<file path="config.mk">
export PLATFORM = sky130hd
export DESIGN_NAME = tune_top
export DESIGN_NICKNAME = d
export VERILOG_FILES = /design/src/rtl/tune_pkg.sv /design/src/rtl/tune_ctrl.sv /design/src/rtl/tune_dp.sv /design/src/rtl/tune_top.sv
export SDC_FILE = /design/constraint.sdc
export NUM_CORES = 1
export LEC_CHECK = 0
export BUFFER_PORTS_ARGS = -buffer_cell sky130_fd_sc_hd__buf_2
export CORE_MARGIN = 2
export CORE_UTILIZATION = 48
export DETAILED_ROUTE_END_ITERATION = 10
export PLACE_DENSITY = 0.77
export SYNTH_ARGS = -nofsm -noshare
export SYNTH_HDL_FRONTEND = slang
export SYNTH_SLANG_ARGS = --single-unit
</file>
<file path="constraint.sdc">
create_clock -name clk -period 2.57 [get_ports clk]
set_clock_uncertainty 0.1 [all_clocks]
set_input_delay 0.1285 -clock clk [delete_from_list [all_inputs] [get_ports clk]]
set_output_delay 0.1285 -clock clk [all_outputs]
set_load 0.005 [all_outputs]
</file>
<file path="src/rtl/tune_pkg.sv">
package tune_pkg;
  typedef enum logic [2:0] {
    ST_IDLE,
    ST_CFG,
    ST_REQ,
    ST_CLOSE,
    ST_FIN
  } tuneState_e;

  typedef struct packed {
    logic clear;   // capture inputs, reset run tracking
    logic sample;  // one tested setting is consumed
    logic close;   // close a run still open at the last setting
    logic latch;   // register the final result
  } tuneStrobe_t;
endpackage

</file>
<file path="src/rtl/tune_ctrl.sv">
module tune_ctrl
  import tune_pkg::*;
#(
  parameter int IDX_W = 8
) (
  input  logic             clk,
  input  logic             rstN,
  input  logic             start,
  input  logic             probeAck,
  output tuneStrobe_t      strb,
  output logic             busy,
  output logic             cfgWe,
  output logic             probeReq,
  output logic [IDX_W-1:0] idx
);
  localparam logic [IDX_W-1:0] LAST = {IDX_W{1'b1}};

  tuneState_e state;

  always_ff @(posedge clk or negedge rstN) begin
    if (!rstN) begin
      state <= ST_IDLE;
      idx   <= '0;
    end else begin
      unique case (state)
        ST_IDLE: if (start) begin
          state <= ST_CFG;
          idx   <= '0;
        end
        ST_CFG:  state <= ST_REQ;
        ST_REQ: if (probeAck) begin
          if (idx == LAST) state <= ST_CLOSE;
          else             idx   <= idx + 1'b1;
        end
        ST_CLOSE: state <= ST_FIN;
        ST_FIN:   state <= ST_IDLE;
        default:  state <= ST_IDLE;
      endcase
    end
  end

  always_comb begin
    strb.clear  = (state == ST_IDLE) && start;
    strb.sample = (state == ST_REQ) && probeAck;
    strb.close  = (state == ST_CLOSE);
    strb.latch  = (state == ST_FIN);
    busy        = (state != ST_IDLE);
    cfgWe       = (state == ST_CFG);
    probeReq    = (state == ST_REQ);
  end
endmodule

</file>
<file path="src/rtl/tune_dp.sv">
module tune_dp
  import tune_pkg::*;
#(
  parameter int DLY_W    = 32,
  parameter int IDX_W    = 8,
  parameter int CMD_LSB  = 8,
  parameter int DATA_LSB = 16,
  parameter int CPST_LSB = 24,
  parameter int CPST_W   = 4
) (
  input  logic             clk,
  input  logic             rstN,
  input  tuneStrobe_t      strb,
  input  logic [IDX_W-1:0] idx,
  input  logic             pass,
  input  logic             dataMode,
  input  logic [DLY_W-1:0] storedDly,
  input  logic [DLY_W-1:0] cfgIn,
  output logic [DLY_W-1:0] cfgOut,
  output logic [DLY_W-1:0] probeDly,
  output logic             done,
  output logic             err,
  output logic [IDX_W-1:0] chosen,
  output logic [DLY_W-1:0] dlyOut
);
  localparam int CNT_W = IDX_W + 1;
  localparam logic [IDX_W-1:0] LAST = {IDX_W{1'b1}};
  localparam logic [DLY_W-1:0] CPST_MASK =
    {{(DLY_W-CPST_W){1'b0}}, {CPST_W{1'b1}}} << CPST_LSB;

  logic             modeQ;
  logic [DLY_W-1:0] storedQ;
  logic [DLY_W-1:0] cfgQ;
  logic [CNT_W-1:0] runLen;
  logic [CNT_W-1:0] bestLen;
  logic [IDX_W-1:0] bestEnd;
  logic [IDX_W-1:0] pick;

  function automatic logic [DLY_W-1:0] mergeLane(input logic [DLY_W-1:0] w,
                                                 input logic [IDX_W-1:0] v,
                                                 input logic m);
    logic [DLY_W-1:0] r;
    r = w;
    for (int i = 0; i < IDX_W; i++) begin
      if (m) r[DATA_LSB+i] = v[i];
      else   r[CMD_LSB+i]  = v[i];
    end
    return r;
  endfunction

  logic [CNT_W-1:0] halfSpan;
  logic [CNT_W-1:0] endWide;
  logic [CNT_W-1:0] pickWide;

  always_comb begin
    cfgOut   = cfgQ & ~CPST_MASK;
    probeDly = mergeLane(storedQ, idx, modeQ);
    halfSpan = (bestLen - 1'b1) >> 1;
    endWide  = {1'b0, bestEnd};
    pickWide = endWide - halfSpan;
    pick     = pickWide[IDX_W-1:0];
  end

  // capture and run tracking
  always_ff @(posedge clk or negedge rstN) begin
    if (!rstN) begin
      modeQ   <= 1'b0;
      storedQ <= '0;
      cfgQ    <= '0;
      runLen  <= '0;
      bestLen <= '0;
      bestEnd <= '0;
    end else if (strb.clear) begin
      modeQ   <= dataMode;
      storedQ <= storedDly;
      cfgQ    <= cfgIn;
      runLen  <= '0;
      bestLen <= '0;
      bestEnd <= '0;
    end else if (strb.sample) begin
      if (pass) begin
        runLen <= runLen + 1'b1;
      end else begin
        if (runLen > bestLen) begin
          bestLen <= runLen;
          bestEnd <= idx - 1'b1;
        end
        runLen <= '0;
      end
    end else if (strb.close) begin
      if (runLen > bestLen) begin
        bestLen <= runLen;
        bestEnd <= LAST;
      end
      runLen <= '0;
    end
  end

  // result registers
  always_ff @(posedge clk or negedge rstN) begin
    if (!rstN) begin
      done   <= 1'b0;
      err    <= 1'b0;
      chosen <= '0;
      dlyOut <= '0;
    end else begin
      done <= strb.latch;
      if (strb.latch) begin
        if (bestLen == '0) begin
          err    <= 1'b1;
          chosen <= '0;
          dlyOut <= storedQ;
        end else begin
          err    <= 1'b0;
          chosen <= pick;
          dlyOut <= mergeLane(storedQ, pick, modeQ);
        end
      end
    end
  end
endmodule

</file>
<file path="src/rtl/tune_top.sv">
module tune_top
  import tune_pkg::*;
#(
  parameter int DLY_W    = 32,
  parameter int IDX_W    = 8,
  parameter int CMD_LSB  = 8,
  parameter int DATA_LSB = 16,
  parameter int CPST_LSB = 24,
  parameter int CPST_W   = 4
) (
  input  logic             clk,
  input  logic             rstN,
  input  logic             start,
  input  logic             dataMode,
  input  logic [DLY_W-1:0] storedDly,
  input  logic [DLY_W-1:0] cfgIn,
  output logic [DLY_W-1:0] cfgOut,
  output logic             cfgWe,
  output logic             probeReq,
  output logic [IDX_W-1:0] probeIdx,
  output logic [DLY_W-1:0] probeDly,
  input  logic             probeAck,
  input  logic             probePass,
  output logic             busy,
  output logic             done,
  output logic             err,
  output logic [IDX_W-1:0] chosen,
  output logic [DLY_W-1:0] dlyOut
);
  tuneStrobe_t strb;

  tune_ctrl #(.IDX_W(IDX_W)) u_ctrl (
    .clk      (clk),
    .rstN     (rstN),
    .start    (start),
    .probeAck (probeAck),
    .strb     (strb),
    .busy     (busy),
    .cfgWe    (cfgWe),
    .probeReq (probeReq),
    .idx      (probeIdx)
  );

  tune_dp #(
    .DLY_W(DLY_W), .IDX_W(IDX_W), .CMD_LSB(CMD_LSB),
    .DATA_LSB(DATA_LSB), .CPST_LSB(CPST_LSB), .CPST_W(CPST_W)
  ) u_dp (
    .clk       (clk),
    .rstN      (rstN),
    .strb      (strb),
    .idx       (probeIdx),
    .pass      (probePass),
    .dataMode  (dataMode),
    .storedDly (storedDly),
    .cfgIn     (cfgIn),
    .cfgOut    (cfgOut),
    .probeDly  (probeDly),
    .done      (done),
    .err       (err),
    .chosen    (chosen),
    .dlyOut    (dlyOut)
  );
endmodule

</file>
==> impl_metrics.env <==
export IMPL_outcome="finished with violations"
export IMPL_violations="setup timing"
export IMPL_synth_area_mm2=0.00696
export IMPL_rrSetupSlack_ns=-0.08
export IMPL_top_usage_layer="met2"
export IMPL_synth_edf_count=0
export IMPL_slew_violations=0
export IMPL_p_leak_nw=4.93
export IMPL_die_area_mm2=0.0155
export IMPL_cts_root_buf="clkbuf_16"
export IMPL_yosys_warnings=0
export IMPL_rsz0062_at_grt="true"
export IMPL_cp_start_kind="flip-flop"
export IMPL_final_cell_mix="280 x nand2_1, 177 x buf_2, 140 x dfrtp_1"
export IMPL_grt_use_met1_pct=34.2
export IMPL_portBuffers=178
export IMPL_powerDensity_mw_per_mm2=1190
export IMPL_ios=187
export IMPL_antenna_found_initial=0
export IMPL_yosysUniqueCellTypes=57
export IMPL_async_reset_ff_share_pct=100
export IMPL_initial_utilization_pct=48.5
export IMPL_fp_dieH_um=124
export IMPL_synthFlopType="dfrtp_1"
export IMPL_final_util_pct=65.6
export IMPL_fmax_mhz=378
export IMPL_vias_per_cell=5.48
export IMPL_r2r_start="u_dp.bestLen[1]$_DFFE_PN0P_"
export IMPL_track_usage_pct=27.2
export IMPL_clk_pin_slew_ns=0.06
export IMPL_vias=6684
export IMPL_synth_xor_area_share_pct=2.26
export IMPL_register_area_mm2=0.00350
export IMPL_multi_input_area_mm2=0.00315
export IMPL_hpwl_um=13000
export IMPL_wl_um=20700
export IMPL_grt_max_degree=82
export IMPL_reg2regPathDepth=12
export IMPL_drcViolationCount=0
export IMPL_areaGrowthSynthToFinish_pct=35.3
export IMPL_drtAntennaViolNets=0
export IMPL_synth_cells=786
export IMPL_cp_end_kind="flip-flop"
export IMPL_finalWeightedCongestion=0.894
export IMPL_syn_area_per_cell_um2=8.86
export IMPL_synth_top_cell_by_area="dfrtp_1"
export IMPL_fillers=1065
export IMPL_nets=1114
export IMPL_avgRoutedWirePerCell_um=17.0
export IMPL_diodes=0
export IMPL_layout_commonest_cell="nand2_1"
export IMPL_synthTopCellsByArea="dfrtp_1 50%, nand2_1 15%, ha_1 3.6%"
export IMPL_finalSetupTns_ns=-0.171
export IMPL_setup_viol_count_final=5
export IMPL_grt_pass1_vias=6624
export IMPL_design_area_mm2=0.00942
export IMPL_drt_pass1_iter_count=5
export IMPL_grt_remaining_overflow=0
export IMPL_tightest_slew_ns=0.595
export IMPL_r2r_end="u_dp.dlyOut[15]$_DFFE_PN0P_"
export IMPL_dpl_cell_area_mm2=0.00810
export IMPL_clk_path_buf_depth=2
export IMPL_synthSimpleGateAreaFrac_pct=24.0
export IMPL_setup_ws_ns=-0.0754
export IMPL_totalPowerFinal_w=0.0113
export IMPL_cap_violations=0
export IMPL_slew_limit_headroom_pct=60.3
export IMPL_synth_compound_area_share_pct=11.0
export IMPL_clk_latency_ns=0.42
export IMPL_synth_top_area_share_pct=50.3
export IMPL_min_path_type="in2reg"
export IMPL_synthMuxAreaShare_pct=2.55
export IMPL_worstHoldPathCells=4
export IMPL_worstPathMaxFanout=3
export IMPL_crit_start="u_dp.bestLen[1]$_DFFE_PN0P_"
export IMPL_dr_first_iter_drc_count=663
export IMPL_finalCriticalPeriod_ns=2.65
export IMPL_ys_seq_area_share_pct=50.3
export IMPL_vdd_ir_drop_max_mv=0.617
export IMPL_cts_tree="yes"
export IMPL_numCtsBuffers=17
export IMPL_worstHoldStart="probeAck"
export IMPL_grtUsageMet2_pct=43.8
export IMPL_synth_seq_cells=140
export IMPL_cp_required_ns=2.79
export IMPL_cts_max_level=4
export IMPL_cts_sinks=140
export IMPL_synth_top_family_by_area="simple AND/OR/NAND/NOR gates"
export IMPL_worst_setup_path_type="reg2reg"
export IMPL_post_route_period_util_pct=103
export IMPL_synthAdderAreaFrac_pct=3.88
export IMPL_rows=44
export IMPL_fp_dieW_um=124
export IMPL_holdPathEnd="u_ctrl.idx[4]$_DFFE_PN0P_"
export IMPL_met3_usage_pct=7.99
export IMPL_grt_pass1_wl_um=33900
export IMPL_arrival_ns=2.87
export IMPL_drive_gt1_share_pct=28.1
export IMPL_fp_coreArea_mm2=0.0144
export IMPL_whs_ns=0.0337
export IMPL_hold_viol_final=0
-- repair_timing --
item	in CTS	in global routing
buffers inserted	1	2
hold buffers	63	0
pin swaps	1	5
endpoints found under the hold margin	115	0
endpoints found under the setup margin	9	23
resized for setup	3	13
-- cell usage after synthesis, types with 3 or more instances --
cell type,count
buf_2,9
o211ai_1,5
o211a_1,3
xnor2_1,14
clkbuf_1,32
mux2_2,14
or3_1,5
and2_1,3
inv_1,22
nor2_1,26
nand2_1,280
dfrtp_1,140
nor3_1,7
or4_1,3
a21o_1,3
nand3_1,23
a21oi_1,27
o21ai_0,39
o41ai_1,3
and3_2,3
o21a_1,3
a211oi_1,3
and4_1,3
ha_1,20
buf_4,21
xor2_1,4
o31ai_1,11
and3_1,3
a31oi_1,3
nand4_1,15
-- logic make-up after synthesis --
| logic type | count (synthesis) |
|---|---|
| AND/OR/NAND/NOR | 388 |
| flip-flops | 140 |
| AO/OA/AOI/OAI | 116 |
| buffers and inverters | 86 |
| adder cells (fa/ha/maj) | 21 |
| XOR/XNOR | 18 |
| multiplexers | 16 |
| other | 1 |
-- metal layers --
metal / vias to the layer above / share of wire, % / wire length (µm)
met4: 0 / 4.1 / 857
met2: 337 / 48 / 10000
met3: 82 / 7.7 / 1600
li1: 3083 / - / -
met1: 3182 / 40 / 8260
met5: - / 0 / 0
-- flip-flops by register name, indices dropped and copies added (netlist names) --
signal	count
u_dp.storedQ	32
u_ctrl.idx	8
u_dp.dlyOut	32
u_dp.chosen	8
u_dp.cfgQ	28
u_ctrl.state	3
u_dp.done	1
u_dp.runLen	9
u_dp.bestEnd	8
u_dp.modeQ	1
u_dp.err	1
u_dp.bestLen	9
-- layout make-up --
class,count,area share (%)
sequential,140,37.2
multi-input combinational,563,33.4
timing repair buffer,279,19.5
clock buffer,21,4.78
tap,184,2.44
clock inverter,11,1.78
inverter,22,0.876
-- worst max-delay path by stage --
| stage | endpoint | slack [ns] | cells past startpoint |
|---|---|---|---|
| 4_1_cts | u_dp.dlyOut[15]$_DFFE_PN0P_ | -0.08 | 11 |
| 3_5_place_dp | u_dp.chosen[7]$_DFFE_PN0P_ | -0.05 | 11 |
| 2_1_floorplan | u_dp.dlyOut[15]$_DFFE_PN0P_ | -0.05 | 12 |
| 6_report | u_dp.dlyOut[15]$_DFFE_PN0P_ | -0.08 | 12 |
| 5_1_grt | u_dp.dlyOut[15]$_DFFE_PN0P_ | -0.22 | 12 |
| 3_3_place_gp | u_dp.dlyOut[15]$_DFFE_PN0P_ | -0.01 | 11 |
-- report_power, final --
group | switching (W) | internal, W
sequential | 0.000641 | 0.00306
combinational | 0.00277 | 0.00221
clock | 0.000930 | 0.00165
-- per-stage QoR --
stage	setup WS (ns)	cells
global route	-0.219	1220
CTS	-0.0754	1218
finish	-0.0754	1220
detailed placement	-0.0536	1122
floorplan	-0.0454	789
global placement	-0.00974	1122
-- worst max-delay path, stage by stage (launching register included) --
cell and delay (ns):
dfrtp_1 0.40, inv_2 0.09, ha_4 0.13, or4b_4 0.47, nor2_4 0.10, xnor2_1 0.08
ha_2 0.18, or4_1 0.39, o21ai_1 0.09, a31oi_1 0.07, xnor2_1 0.14, buf_4 0.15
o211ai_1 0.17
Power figures use the tool's default switching activity.
